--- src/rtl/ldr_pkg.sv ---
package ldr_pkg;

  localparam logic [7:0] OP_DUMP     = 8'h21;
  localparam logic [7:0] OP_CRC_CODE = 8'h30;
  localparam logic [7:0] OP_CRC_DATA = 8'h31;
  localparam logic [7:0] OP_VFY_CODE = 8'h40;
  localparam logic [7:0] OP_VFY_DATA = 8'h41;
  localparam logic [7:0] END_MARK    = 8'h3E;

  localparam logic [7:0] STS_OK       = 8'h00;
  localparam logic [7:0] STS_MISMATCH = 8'h01;
  localparam logic [7:0] STS_LOCKED   = 8'h02;
  localparam logic [7:0] STS_BADOP    = 8'h03;

  localparam int HDR_LONG  = 5;
  localparam int HDR_SHORT = 3;

  typedef enum logic [1:0] {K_DUMP, K_CRC, K_VFY} ldr_kind_e;

  typedef enum logic [3:0] {
    S_IDLE, S_HDR, S_PAD, S_FETCH, S_WAIT, S_DOUT, S_VDATA,
    S_CRCGO, S_CRCWAIT, S_CRCLO, S_CRCHI, S_MARK, S_DRAIN
  } ldr_state_e;

  typedef enum logic [2:0] {RS_ZERO, RS_RBUF, RS_CRCL, RS_CRCH, RS_MARK} ldr_rsel_e;

  typedef struct packed {
    logic      known;
    ldr_kind_e kind;
    logic      space;
  } ldr_op_t;

  function automatic ldr_op_t decode_op(input logic [7:0] b);
    ldr_op_t o;
    o = '{known: 1'b1, kind: K_DUMP, space: 1'b1};
    case (b)
      OP_DUMP:     o = '{known: 1'b1, kind: K_DUMP, space: 1'b1};
      OP_CRC_CODE: o = '{known: 1'b1, kind: K_CRC,  space: 1'b0};
      OP_CRC_DATA: o = '{known: 1'b1, kind: K_CRC,  space: 1'b1};
      OP_VFY_CODE: o = '{known: 1'b1, kind: K_VFY,  space: 1'b0};
      OP_VFY_DATA: o = '{known: 1'b1, kind: K_VFY,  space: 1'b1};
      default:     o = '{known: 1'b0, kind: K_DUMP, space: 1'b0};
    endcase
    return o;
  endfunction

endpackage

--- src/rtl/ldr_fields.sv ---
module ldr_fields
  import ldr_pkg::*;
#(
  parameter int ADDR_W = 16,
  parameter int LEN_W  = 16
) (
  input  logic              clk,
  input  logic              rst_n,
  input  logic              cap_op,
  input  ldr_op_t           op_in,
  input  logic              hdr_acc,
  input  logic [7:0]        hdr_byte,
  input  logic              step,
  output ldr_kind_e         kind_q,
  output logic              space_q,
  output logic [ADDR_W-1:0] addr_q,
  output logic [LEN_W-1:0]  len_q,
  output logic              hdr_last,
  output logic              len_zero,
  output logic              len_one
);

  localparam int IDX_W = $clog2(HDR_LONG + 1);

  logic [IDX_W-1:0]  idx_q, idx_n;
  logic [ADDR_W-1:0] addr_n;
  logic [LEN_W-1:0]  len_n;
  ldr_kind_e         kind_n;
  logic              space_n;

  always_comb begin
    idx_n   = idx_q;
    addr_n  = addr_q;
    len_n   = len_q;
    kind_n  = kind_q;
    space_n = space_q;
    if (cap_op) begin
      idx_n   = '0;
      len_n   = '0;
      kind_n  = op_in.kind;
      space_n = op_in.space;
    end else if (hdr_acc) begin
      idx_n = idx_q + 1'b1;
      case (idx_q)
        IDX_W'(0): if (kind_q == K_VFY) len_n[7:0] = hdr_byte;
        IDX_W'(1): addr_n[7:0] = hdr_byte;
        IDX_W'(2): addr_n[ADDR_W-1:8] = hdr_byte[ADDR_W-9:0];
        IDX_W'(3): len_n[7:0] = hdr_byte;
        IDX_W'(4): len_n[LEN_W-1:8] = hdr_byte[LEN_W-9:0];
        default: ;
      endcase
    end else if (step) begin
      addr_n = addr_q + 1'b1;
      len_n  = len_q - 1'b1;
    end
  end

  always_ff @(posedge clk or negedge rst_n) begin
    if (!rst_n) begin
      idx_q   <= '0;
      addr_q  <= '0;
      len_q   <= '0;
      kind_q  <= K_DUMP;
      space_q <= 1'b0;
    end else begin
      idx_q   <= idx_n;
      addr_q  <= addr_n;
      len_q   <= len_n;
      kind_q  <= kind_n;
      space_q <= space_n;
    end
  end

  assign hdr_last = (kind_q == K_VFY) ? (idx_q == IDX_W'(HDR_SHORT - 1))
                                      : (idx_q == IDX_W'(HDR_LONG - 1));
  assign len_zero = (len_q == '0);
  assign len_one  = (len_q == LEN_W'(1));

endmodule

--- src/rtl/ldr_seq.sv ---
module ldr_seq
  import ldr_pkg::*;
(
  input  logic       clk,
  input  logic       rst_n,
  input  logic       in_valid,
  input  logic [7:0] in_data,
  input  logic       unlocked,
  input  logic       eof_strobe,
  input  logic       crc_done,
  input  ldr_kind_e  kind,
  input  logic       hdr_last,
  input  logic       len_zero,
  input  logic       len_one,
  output ldr_state_e st_q,
  output logic       in_ready,
  output logic       acc,
  output logic       mem_rd_en,
  output logic       crc_start,
  output logic       cap_op,
  output ldr_op_t    op,
  output logic       hdr_acc,
  output logic       step,
  output logic       cap_rbuf,
  output logic       cap_crc,
  output logic       cmp_en,
  output ldr_rsel_e  rsel,
  output logic       fin,
  output logic       refuse,
  output logic [7:0] refuse_code
);

  ldr_state_e st_n;

  assign in_ready = !(st_q inside {S_FETCH, S_WAIT, S_CRCGO, S_CRCWAIT});
  assign acc      = in_valid && in_ready;
  assign op       = decode_op(in_data);

  always_comb begin
    st_n        = st_q;
    mem_rd_en   = 1'b0;
    crc_start   = 1'b0;
    cap_op      = 1'b0;
    hdr_acc     = 1'b0;
    step        = 1'b0;
    cap_rbuf    = 1'b0;
    cap_crc     = 1'b0;
    cmp_en      = 1'b0;
    rsel        = RS_ZERO;
    fin         = 1'b0;
    refuse      = 1'b0;
    refuse_code = STS_OK;
    case (st_q)
      S_IDLE: if (acc) begin
        if (!op.known) begin
          refuse      = 1'b1;
          refuse_code = STS_BADOP;
          st_n        = S_DRAIN;
        end else if (!unlocked) begin
          refuse      = 1'b1;
          refuse_code = STS_LOCKED;
          st_n        = S_DRAIN;
        end else begin
          cap_op = 1'b1;
          st_n   = S_HDR;
        end
      end
      S_HDR: if (acc) begin
        hdr_acc = 1'b1;
        if (hdr_last) begin
          if (kind == K_VFY) st_n = len_zero ? S_PAD : S_FETCH;
          else               st_n = S_PAD;
        end
      end
      S_PAD: if (acc) begin
        case (kind)
          K_DUMP:  st_n = len_zero ? S_MARK : S_FETCH;
          K_CRC:   st_n = len_zero ? S_MARK : S_CRCGO;
          default: st_n = S_MARK;
        endcase
      end
      S_FETCH: begin
        mem_rd_en = 1'b1;
        st_n      = S_WAIT;
      end
      S_WAIT: begin
        cap_rbuf = 1'b1;
        st_n     = (kind == K_VFY) ? S_VDATA : S_DOUT;
      end
      S_DOUT: begin
        rsel = RS_RBUF;
        if (acc) begin
          step = 1'b1;
          st_n = len_one ? S_MARK : S_FETCH;
        end
      end
      S_VDATA: if (acc) begin
        cmp_en = 1'b1;
        step   = 1'b1;
        st_n   = len_one ? S_PAD : S_FETCH;
      end
      S_CRCGO: begin
        crc_start = 1'b1;
        st_n      = S_CRCWAIT;
      end
      S_CRCWAIT: if (crc_done) begin
        cap_crc = 1'b1;
        st_n    = S_CRCLO;
      end
      S_CRCLO: begin
        rsel = RS_CRCL;
        if (acc) st_n = S_CRCHI;
      end
      S_CRCHI: begin
        rsel = RS_CRCH;
        if (acc) st_n = S_MARK;
      end
      S_MARK: begin
        rsel = RS_MARK;
        if (acc) begin
          fin  = 1'b1;
          st_n = S_IDLE;
        end
      end
      S_DRAIN: if (eof_strobe) st_n = S_IDLE;
      default: st_n = S_IDLE;
    endcase
  end

  always_ff @(posedge clk or negedge rst_n) begin
    if (!rst_n) st_q <= S_IDLE;
    else        st_q <= st_n;
  end

endmodule

--- src/rtl/ldr_reply.sv ---
module ldr_reply
  import ldr_pkg::*;
#(
  parameter int CRC_W = 16
) (
  input  logic             clk,
  input  logic             rst_n,
  input  logic             resp_en,
  input  ldr_rsel_e        rsel,
  input  logic             cap_rbuf,
  input  logic [7:0]       mem_rd_data,
  input  logic             cap_crc,
  input  logic [CRC_W-1:0] crc_result,
  input  logic             clr_mism,
  input  logic             cmp_en,
  input  logic [7:0]       in_data,
  input  logic             fin,
  input  logic             refuse,
  input  logic [7:0]       refuse_code,
  output logic             out_valid,
  output logic [7:0]       out_data,
  output logic [7:0]       status
);

  logic [7:0]       rbuf_q, rbuf_n;
  logic [CRC_W-1:0] crc_q, crc_n;
  logic             mism_q, mism_n;
  logic             ov_n;
  logic [7:0]       od_n, sts_n;

  always_comb begin
    ov_n = resp_en;
    od_n = out_data;
    if (resp_en) begin
      case (rsel)
        RS_RBUF: od_n = rbuf_q;
        RS_CRCL: od_n = crc_q[7:0];
        RS_CRCH: od_n = crc_q[CRC_W-1:8];
        RS_MARK: od_n = END_MARK;
        default: od_n = 8'h00;
      endcase
    end
    rbuf_n = cap_rbuf ? mem_rd_data : rbuf_q;
    crc_n  = cap_crc ? crc_result : crc_q;
    mism_n = mism_q;
    if (clr_mism)                            mism_n = 1'b0;
    else if (cmp_en && (in_data != rbuf_q))  mism_n = 1'b1;
    sts_n = status;
    if (refuse)   sts_n = refuse_code;
    else if (fin) sts_n = mism_q ? STS_MISMATCH : STS_OK;
  end

  always_ff @(posedge clk or negedge rst_n) begin
    if (!rst_n) begin
      out_valid <= 1'b0;
      out_data  <= 8'h00;
      rbuf_q    <= 8'h00;
      crc_q     <= '0;
      mism_q    <= 1'b0;
      status    <= STS_OK;
    end else begin
      out_valid <= ov_n;
      out_data  <= od_n;
      rbuf_q    <= rbuf_n;
      crc_q     <= crc_n;
      mism_q    <= mism_n;
      status    <= sts_n;
    end
  end

endmodule

--- src/rtl/ldr_frame_handler.sv ---
module ldr_frame_handler
  import ldr_pkg::*;
#(
  parameter int ADDR_W = 16,
  parameter int LEN_W  = 16,
  parameter int CRC_W  = 16
) (
  input  logic              clk,
  input  logic              rst_n,
  input  logic              unlocked,
  input  logic              eof_strobe,
  input  logic              in_valid,
  input  logic [7:0]        in_data,
  output logic              in_ready,
  output logic              out_valid,
  output logic [7:0]        out_data,
  output logic [7:0]        status,
  output logic              mem_rd_en,
  output logic              mem_space,
  output logic [ADDR_W-1:0] mem_addr,
  input  logic [7:0]        mem_rd_data,
  output logic              crc_start,
  output logic              crc_space,
  output logic [ADDR_W-1:0] crc_addr,
  output logic [LEN_W-1:0]  crc_len,
  input  logic              crc_done,
  input  logic [CRC_W-1:0]  crc_result
);

  ldr_state_e        st;
  ldr_kind_e         kind;
  ldr_op_t           op;
  ldr_rsel_e         rsel;
  logic              acc, cap_op, hdr_acc, step, cap_rbuf, cap_crc, cmp_en;
  logic              fin, refuse, hdr_last, len_zero, len_one, space_q;
  logic [7:0]        refuse_code;
  logic [ADDR_W-1:0] addr_q;
  logic [LEN_W-1:0]  len_q;

  ldr_seq u_seq (
    .clk(clk), .rst_n(rst_n), .in_valid(in_valid), .in_data(in_data),
    .unlocked(unlocked), .eof_strobe(eof_strobe), .crc_done(crc_done),
    .kind(kind), .hdr_last(hdr_last), .len_zero(len_zero), .len_one(len_one),
    .st_q(st), .in_ready(in_ready), .acc(acc), .mem_rd_en(mem_rd_en),
    .crc_start(crc_start), .cap_op(cap_op), .op(op), .hdr_acc(hdr_acc),
    .step(step), .cap_rbuf(cap_rbuf), .cap_crc(cap_crc), .cmp_en(cmp_en),
    .rsel(rsel), .fin(fin), .refuse(refuse), .refuse_code(refuse_code)
  );

  ldr_fields #(.ADDR_W(ADDR_W), .LEN_W(LEN_W)) u_fields (
    .clk(clk), .rst_n(rst_n), .cap_op(cap_op), .op_in(op),
    .hdr_acc(hdr_acc), .hdr_byte(in_data), .step(step),
    .kind_q(kind), .space_q(space_q), .addr_q(addr_q), .len_q(len_q),
    .hdr_last(hdr_last), .len_zero(len_zero), .len_one(len_one)
  );

  ldr_reply #(.CRC_W(CRC_W)) u_reply (
    .clk(clk), .rst_n(rst_n), .resp_en(acc), .rsel(rsel),
    .cap_rbuf(cap_rbuf), .mem_rd_data(mem_rd_data),
    .cap_crc(cap_crc), .crc_result(crc_result),
    .clr_mism(cap_op), .cmp_en(cmp_en), .in_data(in_data),
    .fin(fin), .refuse(refuse), .refuse_code(refuse_code),
    .out_valid(out_valid), .out_data(out_data), .status(status)
  );

  assign mem_space = space_q;
  assign mem_addr  = addr_q;
  assign crc_space = space_q;
  assign crc_addr  = addr_q;
  assign crc_len   = len_q;

endmodule

--- config.mk ---
export PLATFORM = sky130hd
export DESIGN_NAME = ldr_frame_handler
export DESIGN_NICKNAME = d
export VERILOG_FILES = /design/src/rtl/ldr_pkg.sv /design/src/rtl/ldr_fields.sv /design/src/rtl/ldr_seq.sv /design/src/rtl/ldr_reply.sv /design/src/rtl/ldr_frame_handler.sv
export SDC_FILE = /design/constraint.sdc
export NUM_CORES = 1
export LEC_CHECK = 0
export BUFFER_PORTS_ARGS = -buffer_cell sky130_fd_sc_hd__buf_4
export CELL_PAD_IN_SITES_DETAIL_PLACEMENT = 0
export CELL_PAD_IN_SITES_GLOBAL_PLACEMENT = 1
export CORE_MARGIN = 2
export CORE_UTILIZATION = 42
export DETAILED_ROUTE_END_ITERATION = 6
export PLACE_DENSITY_LB_ADDON = 0.1
export SLEW_MARGIN = 20
export SYNTH_ARGS = -nofsm -noshare
export SYNTH_HDL_FRONTEND = slang
export SYNTH_SLANG_ARGS = --single-unit
export TNS_END_PERCENT = 20
--- constraint.sdc ---
create_clock -name clk -period 3.35 [get_ports clk]
set_clock_uncertainty 0.15 [all_clocks]
set_input_delay 0.5025 -clock clk [delete_from_list [all_inputs] [get_ports clk]]
set_output_delay 0.5025 -clock clk [all_outputs]
set_load 0.1 [all_outputs]
* After elaboration in Yosys (flattened, before gate mapping)
Index checks and enable logic that the tools add are counted.
** Operators by class
- Add/subtract/negate cells :: 3
- Equal/unequal tests :: 45
- Muxes and demuxes :: 65
- Bitwise logic cells :: 1
- Reductions and logical operators :: 19
** Operators with widths (count)
- $mux W16 :: 5
- $mux W8 :: 9
- $mux W4 :: 17
- $pmux W4 S13 :: 1
- $pmux W8 S4 :: 1
- $eq A8 B6 Y1 const B :: 3
- $mux W1 :: 24
- $eq A4 B4 Y1 const B :: 5
- $ne A2 B1 Y1 const B :: 10
- $pmux W4 S5 :: 1
- $add A16 B1 Y16 const B :: 1
- $eq A16 B1 Y1 const B :: 1
- $eq A4 B3 Y1 const B :: 4
- $eq A8 B7 Y1 const B :: 2
- $logic_not A16 Y1 :: 1
- $pmux W8 S2 :: 1
- $sub A16 B1 Y16 const B :: 1
- $eq A3 B2 Y1 const B :: 4
- $pmux W3 S4 :: 1
- $reduce_and A11 Y1 :: 1
- $reduce_and A3 Y1 :: 3
- $eq A4 B2 Y1 const B :: 2
- $ne A8 B8 Y1 :: 1
- $pmux W4 S2 :: 1
- 23 further kinds :: 33
** Word-level totals
- Bits in registers :: 84
- Input port bits :: 38
- Output and inout bits :: 70
- Word-level logic and storage cells :: 147

* Depth between registers and ports, before layout
Gate-level depths: netlist of run 1.
- Depth in word-level cells :: 9
- Gate-level depth with buffers :: 8
- Mapped depth without buffers :: 7

* By module
A second synthesis of run 1 with hierarchy kept.
** Unflattened totals
- Cell total of the unflattened synthesis :: 540
- Area total of the unflattened synthesis :: 5273.8 um^2
** By module, submodules not included
- ldr_fields :: instances 1, cells an instance 297, area an instance 2615.0 um^2, sequential area each 950.9 um^2
- ldr_reply :: instances 1, cells an instance 137, area an instance 1871.8 um^2, sequential area each 1051.0 um^2
- ldr_seq :: instances 1, cells an instance 89, area an instance 659.4 um^2, sequential area each 100.1 um^2
- ldr_frame_handler :: instances 1, cells an instance 17, area an instance 127.6 um^2, sequential area each 0.0 um^2

* Least setup slack after synthesis of run 1
Ideal clock, no wire load.
- Path kind :: reg-to-output
- Start point :: register u_seq.st_q[3]
- End point :: output mem_rd_en
- Arrival time :: 2.891 ns
- Data required time :: 2.697 ns
- Path slack :: -0.193 ns
- Stages on the path, launching flop included :: 4
- Path buffers :: 2
- Path through :: dfrtp_1 > buf_2 > buf_1 > nor3_1
** Between the ends
- Cells in the longest elaborated chain, start to end :: 2
** RTL lines
- from (decl) :: line ldr_seq.sv:15 : output ldr_state_e st_q,
- from (signal assigned) :: line ldr_seq.sv:132 : else st_q <= st_n;
- $eq A4 B2 Y1 :: line ldr_seq.sv:53 : case (st_q)
- $mux W1 :: line ldr_seq.sv:53
- to (decl) :: line ldr_frame_handler.sv:18 : output logic mem_rd_en,
No other way between the ends.

* Final worst setup path of run 1
- Start point :: register u_seq.st_q[3]
- End point :: register u_fields.len_q[1]
** Between the ends
- Cells in the longest elaborated chain, start to end :: 8
- Elaborated cells between the ends (all ways) :: 23
- Classes of those cells :: eq/ne (9); mux (7); reduce/logical (7)
** RTL lines
- $eq A4 B2 Y1 (tied with other cells) :: line ldr_seq.sv:35 : assign in_ready = !(st_q inside {S_FETCH, S_WAIT, S_CRCGO, S_CRCWAIT});
- $reduce_bool A4 Y1 :: line ldr_seq.sv:35
- $logic_not A1 Y1 :: line ldr_seq.sv:35
- $logic_and A1 B1 Y1 :: line ldr_seq.sv:36 : assign acc = in_valid && in_ready;
- $mux W1, on equally long branches (2 in series)
- $ne A4 B3 Y1 (no line) (tied with other cells)
- $reduce_and A3 Y1 (no line) or $mux W16 (tied branches)
- to (signal assigned) :: line ldr_fields.sv:68 : len_q <= len_n;
- to (decl) :: line ldr_fields.sv:17 : output logic [LEN_W-1:0] len_q,
Parallel ways exist; a longest one is shown, timed or not.
A chain may end at the register's enable or synchronous reset.

==> impl_metrics.env, run 1 <==
export IMPL_outcome="completed"
export IMPL_syn_area_per_cell_um2=9.25
export IMPL_finalHoldViolCount=0
export IMPL_arrival_ns=2.77
export IMPL_route_detailed_drc=0
export IMPL_synth_top_flop_cell="dfrtp_1"
export IMPL_regArea_mm2=0.00195
export IMPL_drt_iter0_drc=367
export IMPL_die_h_um=113
export IMPL_htree_levels=3
export IMPL_slew_headroom_pct=35.7
export IMPL_viasPerCell=5.83
export IMPL_required_ns=3.47
export IMPL_dpl_hpwl_um=10800
export IMPL_antenna_cells=0
export IMPL_start_util_pct=43.2
export IMPL_ctsRootBufferMaster="clkbuf_16"
export IMPL_dpl_cell_area_mm2=0.00571
export IMPL_rows=39
export IMPL_layout_drive_gt1_share_pct=28.8
export IMPL_wl_um=14600
export IMPL_r2r_worst_path_cells=4
export IMPL_grt_pass1_wl_um=23200
export IMPL_ys_async_sr_fraction_pct=100
export IMPL_ys_seq_elements=78
export IMPL_mostFrequentLayoutCells="115 x buf_4, 78 x dfrtp_1, 49 x nand2_1"
export IMPL_tightestPinTransition_ns=0.955
export IMPL_setup_viol=0
export IMPL_grt_ovfl_total=0
export IMPL_wl_per_cell_um=19.1
export IMPL_cap_viol_max_count=0
export IMPL_grt_max_degree=79
export IMPL_drt_first_pass_iters=5
export IMPL_gr_usage_all_layers_pct=23.4
export IMPL_path_cells="or4b_1 -> a2111oi_4 -> a21o_1 -> mux2i_1"
export IMPL_grt_pass1_vias=4258
export IMPL_layout_commonest_cell="buf_4"
export IMPL_crit_path_end_kind="flop"
export IMPL_ys_warn_count=0
export IMPL_crit_start="u_seq.st_q[3]$_DFFE_PN0P_"
export IMPL_crit_fanout=22
export IMPL_design_area_mm2=0.00602
export IMPL_clock_sinks=78
export IMPL_multiInputGateArea_mm2=0.00265
export IMPL_cpMaxStageDelayCell="or4b_1"
export IMPL_die_area_mm2=0.0127
export IMPL_port_buffers=101
export IMPL_cts_tree="yes"
export IMPL_crit_type="flop to flop"
export IMPL_numCtsBuffers=9
export IMPL_core_area_mm2=0.0115
export IMPL_die_w_um=113
export IMPL_reg2reg_slack_ns=0.70
export IMPL_slew_violations=0
export IMPL_grt_antenna_before_repair=0
export IMPL_io_pins=108
export IMPL_timing_fmax_mhz=378
export IMPL_fill_cells=1050
export IMPL_cp_slowest_stage_delay_ns=0.69
export IMPL_start_kind="flop"
export IMPL_area_delta_synth_final_pct=21.6
export IMPL_clk_latency_ns=0.35
export IMPL_fin_util_pct=52.5
export IMPL_synth_edf_count=0
export IMPL_place_congestion=0.870
export IMPL_clockBufferDepth=2
export IMPL_hp_class="input pin to async pin"
export IMPL_period_needed_ns=2.65
export IMPL_synth_distinct_cells=76
export IMPL_clkSlewWorstSetupHoldPaths_ns=0.06
export IMPL_detail_route_antenna_nets=0
export IMPL_min_period_over_period_pct=79.0
export IMPL_r2r_start="u_seq.st_q[3]$_DFFE_PN0P_"
export IMPL_nets=661
export IMPL_tns_ns=0
export IMPL_cts_resized=0
export IMPL_cp_endpoint="u_fields.len_q[1]$_DFFE_PN0P_"
export IMPL_r2r_end="u_fields.len_q[1]$_DFFE_PN0P_"
export IMPL_synth_area_mm2=0.00495
export IMPL_rsz0062_at_grt="false"
export IMPL_routed_via_count=4439
export IMPL_syn_inst=535
export IMPL_cts_setup_buffers=0
export IMPL_ys_seq_area_share_pct=39.4
export IMPL_cts_hold_buffers_added=0
## flip-flops by register name (all words and copies together) (netlist names)
signal / flops
u_reply.out_valid: 1
u_reply.mism_q: 1
u_fields.kind_q: 2
u_reply.crc_q: 16
u_fields.addr_q: 16
u_fields.space_q: 1
u_seq.st_q: 4
u_reply.out_data: 8
u_reply.rbuf_q: 8
u_reply.status: 2
u_fields.len_q: 16
u_fields.idx_q: 3
## routing by layer
metal  vias up  part of all wire (%)  track usage (%)
met1      2151                    44             31.0
met4         0                   3.0             10.0
li1       2118                     -                -
met3        30                   4.7             4.86
met5         -                     0                0
met2       140                    48             37.2
## final cells by class
class,count,area share (%)
sequential,78,32.4
tap,143,2.97
clock inverter,7,1.35
multi-input combinational,394,44.0
clock buffer,9,3.74
inverter,15,0.936
timing repair buffer,116,14.5
## kinds of logic (layout without fill, tap and decap cells)
kind of cell / count (synthesis) / in the layout / synth area share [%]
AO/OA/AOI/OAI: 171 / 171 / 24.0
AND/OR/NAND/NOR: 169 / 169 / 18.3
flip-flops: 78 / 78 / 39.4
buffers and inverters: 68 / 147 / 7.56
multiplexers: 30 / 30 / 6.68
adder cells (fa/ha/maj): 9 / 9 / 2.28
XOR/XNOR: 9 / 9 / 1.59
other: 1 / 6 / 0.0758
## how the worst min path moves through the flow
| stage | startpoint | to |
|---|---|---|
| global placement | u_reply.out_data[6]$_DFFE_PN0P_ | u_reply.out_data[6]$_DFFE_PN0P_ |
| finish | rst_n | u_fields.len_q[14]$_DFFE_PN0P_ |
| CTS | rst_n | u_fields.len_q[14]$_DFFE_PN0P_ |
| global route | rst_n | u_fields.len_q[14]$_DFFE_PN0P_ |
| detailed placement | u_reply.out_data[6]$_DFFE_PN0P_ | u_reply.out_data[6]$_DFFE_PN0P_ |
| floorplan | rst_n | u_fields.addr_q[0]$_DFFE_PN0P_ |
## worst max-delay path, delay by kind of cell (launching register included)
family	cells	cell delay, ns
AO/OA/AOI/OAI	2	0.89
flip-flops	1	0.61
multiplexers	1	0.22
AND/OR/NAND/NOR	1	0.69
## cell usage after synthesis (9+ instances only)
cell | n | share of area [%]
a21oi_1 | 39 | 3.9
nor2_1 | 34 | 2.6
nand2_1 | 49 | 3.7
clkbuf_1 | 16 | 1.2
inv_1 | 15 | 1.1
nor3_1 | 11 | 1.1
mux2_2 | 24 | 5.5
o21ai_0 | 39 | 3.9
nand3_1 | 14 | 1.4
buf_4 | 25 | 3.8
dfrtp_1 | 78 | 39
ha_1 | 9 | 2.3
## metrics by stage
step | std cells | setup WS (ns) | hold WS [ns]
floorplan | 540 | 0.454 | 0.0569
global route | 762 | 0.594 | 0.104
finish | 762 | 0.702 | 0.0447
detailed placement | 746 | 0.726 | 0.326
CTS | 762 | 0.730 | 0.225
global placement | 746 | 0.748 | 0.325
Power of run 1 is left out: the tool's default activity adds up to more than one toggle a clock period on the data nets, which glitch-free logic cannot reach.
==> inputs of run 2 (changes only) <==
--- a/config.mk
+++ b/config.mk
@@ -9,7 +9,7 @@
 export CELL_PAD_IN_SITES_DETAIL_PLACEMENT = 0
 export CELL_PAD_IN_SITES_GLOBAL_PLACEMENT = 1
 export CORE_MARGIN = 2
-export CORE_UTILIZATION = 42
+export CORE_UTILIZATION = 38
 export DETAILED_ROUTE_END_ITERATION = 6
 export PLACE_DENSITY_LB_ADDON = 0.1
 export SLEW_MARGIN = 20
==> constraint.sdc (replaced) <==
create_clock -name clk -period 2.3 [get_ports clk]
set_clock_uncertainty 0.15 [all_clocks]
set_input_delay 0.345 -clock clk [delete_from_list [all_inputs] [get_ports clk]]
set_output_delay 0.345 -clock clk [all_outputs]
set_load 0.1 [all_outputs]
==> impl_metrics.env, run 2 (synthesized netlist as in run 1, its figures left out) <==
export IMPL_mostFrequentLayoutCells="172 x buf_4, 67 x dfrtp_1, 48 x nand2_1"
export IMPL_grt_pass1_wl_um=25300
export IMPL_grt_antenna_before_repair=0
export IMPL_finalHoldViolCount=0
export IMPL_ctsRootBufferMaster="clkbuf_16"
export IMPL_wl_per_cell_um=18.7
export IMPL_min_period_over_period_pct=99.8
export IMPL_area_delta_synth_final_pct=36.0
export IMPL_rsz0062_at_grt="true"
export IMPL_slew_violations=0
export IMPL_cts_tree="yes"
export IMPL_largestRegisters="u_fields.addr_q x16, u_fields.len_q x16, u_reply.crc_q x16"
export IMPL_viasPerCell=5.55
export IMPL_setup_viol=0
export IMPL_rows=41
export IMPL_arrival_ns=2.43
export IMPL_grt_busiest_layer="met2"
export IMPL_start_kind="flop"
export IMPL_hp_class="input pin to flop"
export IMPL_layoutNonFillerInstCount=855
export IMPL_dpl_hpwl_um=11700
export IMPL_route_detailed_drc=0
export IMPL_grt_pass1_vias=4730
export IMPL_place_congestion=0.850
export IMPL_clock_sinks=78
export IMPL_grt_ovfl_total=0
export IMPL_grt_max_degree=42
export IMPL_core_area_mm2=0.0127
export IMPL_gr_usage_all_layers_pct=22.9
export IMPL_nets=725
export IMPL_cap_viol_max_count=0
export IMPL_clk_latency_ns=0.35
export IMPL_routed_via_count=4749
export IMPL_clkSlewWorstSetupHoldPaths_ns=0.07
export IMPL_antenna_cells=0
export IMPL_outcome="completed"
export IMPL_worst_slack_ns=0.00362
export IMPL_timing_fmax_mhz=435
export IMPL_wl_um=16000
export IMPL_required_ns=2.43
export IMPL_detail_route_antenna_nets=0
export IMPL_tns_ns=0
export IMPL_layout_drive_gt1_share_pct=38.9
export IMPL_htree_levels=3
export IMPL_grt_use_met1_pct=29.8
export IMPL_crit_type="flop to flop"
export IMPL_layout_commonest_cell="buf_4"
export IMPL_drt_first_pass_iters=5
export IMPL_io_pins=108
export IMPL_die_area_mm2=0.0140
export IMPL_die_w_um=118
export IMPL_numCtsBuffers=9
export IMPL_use_met2_pct=37.7
export IMPL_fin_util_pct=53.1
export IMPL_placed_cells=833
export IMPL_die_h_um=118
export IMPL_grt_util_met3_pct=5.38
export IMPL_crit_path_end_kind="flop"
export IMPL_crit_fanout=4
export IMPL_port_buffers=101
export IMPL_clockBufferDepth=2
export IMPL_drt_iter0_drc=359
export IMPL_period_needed_ns=2.30
export IMPL_start_util_pct=39.1
export IMPL_preCtsSetupSlack_ns=-0.132
[run 2: cell count changes in the layout (fill, tap and decap cells not counted), sizes merged]
| cell | change |
|---|---|
| clkinvlp | +2 |
| clkbuf | +1 |
| buf | +62 |
| dlygate4sd3 | +1 |
| clkinv | -2 |
[run 2: per-stage QoR]
| step | hold slack, ns | area [µm²] |
|---|---|---|
| after global routing | 0.0642 | 6730 |
| after detailed placement | 0.178 | 6290 |
| final | 0.0765 | 6730 |
| after floorplan | -0.101 | 5020 |
| after global placement | 0.165 | 6290 |
| after CTS | 0.0670 | 6640 |
[run 2: metal layers]
metal	routed length [µm]	share of wire (%)	vias up
met5	0	0	-
met4	328	2.1	0
met3	878	5.5	21
met2	7660	48	170
met1	7080	44	2302
li1	-	-	2256
[run 2: final cells by class]
cell class / count / area [µm²]
Sequential cell: 78 / 1970
Inverter: 15 / 61.3
Fill cell: 1210 / 5940
Tap cell: 172 / 215
Clock buffer: 9 / 225
Timing Repair Buffer: 180 / 1440
Clock inverter: 7 / 80.1
Multi-Input combinational cell: 394 / 2740
[run 2: final timing paths]
path / depth (start not counted) / slack, ns / start / end
max in group asynchronous: 3 / 1.09 / rst_n / u_reply.crc_q[14]$_DFFE_PN0P_
hold / removal: 2 / 0.08 / mem_rd_data[2] / u_reply.rbuf_q[2]$_DFFE_PN0P_
min in group asynchronous: 2 / 0.34 / rst_n / u_fields.len_q[10]$_DFFE_PN0P_
setup reg to reg: 7 / 0.004 / u_fields.len_q[0]$_DFFE_PN0P_ / u_fields.len_q[14]$_DFFE_PN0P_
hold reg to reg: 2 / 0.34 / u_reply.out_data[2]$_DFFE_PN0P_ / u_reply.out_data[2]$_DFFE_PN0P_
setup / recovery: 7 / 0.004 / u_fields.len_q[0]$_DFFE_PN0P_ / u_fields.len_q[14]$_DFFE_PN0P_
[run 2: critical path, cell delays in order (launching register included)]
cell	delay (ns)
dfrtp_4	0.50
inv_4	0.08
ha_4	0.12
or3b_4	0.38
or2_4	0.25
or4_4	0.41
o31ai_2	0.18
a22o_1	0.15
[run 2: timing repair]
action | in CTS | in global routing
buffers inserted | 1 | 3
pin swaps | 3 | 5
endpoints found under the setup margin | 5 | 17
hold buffers | 1 | 0
gates cloned | 0 | 1
endpoints found under the hold margin | 29 | 0
gates resized for setup | 4 | 11
Power of run 2 is left out for the same reason.
==> inputs of run 3 (changes only) <==
--- a/config.mk
+++ b/config.mk
@@ -5,15 +5,17 @@
 export SDC_FILE = /design/constraint.sdc
 export NUM_CORES = 1
 export LEC_CHECK = 0
+export ABC_AREA = 1
 export BUFFER_PORTS_ARGS = -buffer_cell sky130_fd_sc_hd__buf_4
 export CELL_PAD_IN_SITES_DETAIL_PLACEMENT = 0
 export CELL_PAD_IN_SITES_GLOBAL_PLACEMENT = 1
 export CORE_MARGIN = 2
-export CORE_UTILIZATION = 38
+export CORE_UTILIZATION = 36
 export DETAILED_ROUTE_END_ITERATION = 6
 export PLACE_DENSITY_LB_ADDON = 0.1
 export SLEW_MARGIN = 20
 export SYNTH_ARGS = -nofsm -noshare
 export SYNTH_HDL_FRONTEND = slang
+export SYNTH_HIERARCHICAL = 1
 export SYNTH_SLANG_ARGS = --single-unit
 export TNS_END_PERCENT = 20
==> impl_metrics.env, run 3 <==
export IMPL_die_area_mm2=0.0162
export IMPL_clkSlewWorstSetupHoldPaths_ns=0.06
export IMPL_rows=45
export IMPL_ys_warn_count=6
export IMPL_syn_inst=777
export IMPL_finalHoldViolCount=0
export IMPL_cp_slowest_stage_delay_ns=0.45
export IMPL_routed_via_count=5304
export IMPL_cpMaxStageDelayCell="dfrtp_2"
export IMPL_layoutNonFillerInstCount=1105
export IMPL_outcome="complete, but fails checks"
export IMPL_slew_headroom_pct=62.3
export IMPL_arrival_ns=2.40
export IMPL_min_period_over_period_pct=100
export IMPL_numCtsBuffers=9
export IMPL_cap_viol_max_count=0
export IMPL_clockBufferDepth=2
export IMPL_antenna_cells=0
export IMPL_gr_usage_all_layers_pct=19.9
export IMPL_synth_edf_count=0
export IMPL_period_needed_ns=2.31
export IMPL_grt_ovfl_total=0
export IMPL_ys_async_sr_fraction_pct=100
export IMPL_clock_sinks=84
export IMPL_drt_iter0_drc=353
export IMPL_failed_checks="setup timing"
export IMPL_placed_cells=1086
export IMPL_nets=959
export IMPL_layout_drive_gt1_share_pct=30.4
export IMPL_detail_route_antenna_nets=0
export IMPL_dpl_hpwl_um=12100
export IMPL_grt_max_degree=40
export IMPL_multiInputGateArea_mm2=0.00292
export IMPL_rsz0062_at_grt="true"
export IMPL_ys_top_cells_by_count="245 x nand2_1, 101 x inv_1, 98 x nor2_1"
export IMPL_die_w_um=127
export IMPL_ys_seq_elements=84
export IMPL_clk_latency_ns=0.35
export IMPL_ctsRootBufferMaster="clkbuf_16"
export IMPL_crit_type="flop to flop"
export IMPL_synth_area_leader_cell="dfrtp_1"
export IMPL_wl_um=15700
export IMPL_setup_viol=5
export IMPL_hp_class="input pin to flop"
export IMPL_layout_commonest_cell="nand2_1"
export IMPL_syn_area_per_cell_um2=7.05
export IMPL_viasPerCell=4.80
export IMPL_synth_area_mm2=0.00548
export IMPL_required_ns=2.39
export IMPL_io_pins=108
export IMPL_crit_fanout=9
export IMPL_ys_seq_area_share_pct=38.4
export IMPL_synth_top_area_share_pct=38.4
export IMPL_wl_per_cell_um=14.2
export IMPL_preCtsSetupSlack_ns=-0.168
export IMPL_mostFrequentLayoutCells="239 x nand2_1, 147 x buf_4, 92 x inv_1"
export IMPL_start_kind="flop"
export IMPL_synth_distinct_cells=41
export IMPL_worst_slack_ns=-0.00920
export IMPL_fin_hold_ws_ns=0.0630
export IMPL_crit_path_end_kind="flop"
export IMPL_slew_violations=0
export IMPL_path_cells="nand2_4 -> buf_6 -> nor2_4 -> nor2_4 -> nand3_4 -> nor3_4 -> buf_6 -> inv_6 -> buf_12 -> o21ai_1 -> o21ai_0 -> nand2_1 -> nand2_1"
export IMPL_synth_top_flop_cell="dfrtp_1"
export IMPL_start_util_pct=36.4
export IMPL_area_delta_synth_final_pct=32.0
export IMPL_synth_most_common_cell="nand2_1"
export IMPL_timing_fmax_mhz=433
export IMPL_fill_cells=1497
export IMPL_tightestPinTransition_ns=0.566
export IMPL_core_area_mm2=0.0150
export IMPL_htree_levels=3
export IMPL_route_detailed_drc=0
export IMPL_grt_antenna_before_repair=0
export IMPL_synth_area_top_cells="dfrtp_1 38%, nand2_1 17%, inv_1 6.9%"
export IMPL_drt_first_pass_iters=7
export IMPL_grt_pass1_vias=4987
export IMPL_regArea_mm2=0.00211
export IMPL_port_buffers=107
export IMPL_grt_pass1_wl_um=25600
export IMPL_die_h_um=127
export IMPL_place_congestion=0.892
export IMPL_largestRegisters="u_fields/addr_q x16, u_fields/len_q x16, u_reply/crc_q x16"
export IMPL_cts_tree="yes"
-- run 3: path summary, 6_finish.rpt --
| kind | to | startpoint | cells past startpoint | slack, ns |
|---|---|---|---|---|
| worst min register to register | u_reply/out_data[7]$_DFFE_PN0P_ | u_reply/out_data[7]$_DFFE_PN0P_ | 1 | 0.36 |
| worst max register to register | u_fields/len_q[10]$_DFFE_PN0P_ | u_seq/st_q[1]$_DFFE_PN0P_ | 13 | -0.009 |
| min in group asynchronous | u_reply/crc_q[4]$_DFFE_PN0P_ | rst_n | 2 | 0.38 |
| max in group asynchronous | u_seq/st_q[2]$_DFFE_PN0P_ | rst_n | 3 | 0.91 |
| worst max-delay path | u_fields/len_q[10]$_DFFE_PN0P_ | u_seq/st_q[1]$_DFFE_PN0P_ | 13 | -0.009 |
| worst min-delay path | u_reply/rbuf_q[5]$_DFFE_PN0P_ | mem_rd_data[5] | 3 | 0.06 |
-- run 3: repair_timing --
action                     in CTS  in global routing
hold endpoints to repair       37                  0
pin swaps                       0                 17
hold buffers                    1                  0
gates resized for setup        11                 50
buffers inserted                0                  3
setup endpoints to repair      38                 48
-- run 3: cell families (layout without fill, tap and decap cells) --
kind of cell               after synthesis  count (layout)  share of synthesized area [%]
adders and majority gates                8               8                           1.83
buffers and inverters                  146             281                           12.6
other                                    1               6                         0.0684
xor gates and xnor gates                 5               5                          0.799
muxes                                   23              23                           4.73
and+or+nand+nor                        429             429                           33.2
DFF                                     84              84                           38.4
AOI/OAI and AO/OA                       81              81                           8.43
-- run 3: layer usage --
layer	part of all wire (%)	GRT usage (%)	vias up
met5	0	0	-
met4	0.99	4.98	0
met3	4.7	3.69	11
met2	48	32.8	122
met1	46	27.0	2494
li1	-	-	2677
-- run 3: final cells by class --
class / count / share of cell area, %
inverter: 108 / 5.92
clock inverter: 6 / 0.675
sequential: 84 / 29.1
timing repair buffer: 158 / 17.6
tap: 188 / 3.25
clock buffer: 9 / 3.11
multi-input combinational: 552 / 40.4
-- run 3: stage by stage --
step                      cell area (µm²)  util, %  setup TNS, ns
final                                7230     48.1        -0.0292
after global routing                 7230     48.1          -2.39
after floorplan                      5590        -          -1.84
after detailed placement             6750     44.9          -1.46
after global placement               6750     44.9         -0.439
after CTS                            7070     47.0              0
-- run 3: worst max-delay path: cells and delay by family, from the launching register on --
family | cells | cell delay (ns)
AND/OR/NAND/NOR | 7 | 0.70
flip-flops | 1 | 0.45
AO/OA/AOI/OAI | 2 | 0.45
buffers and inverters | 4 | 0.46
Power of run 3 is left out for the same reason.
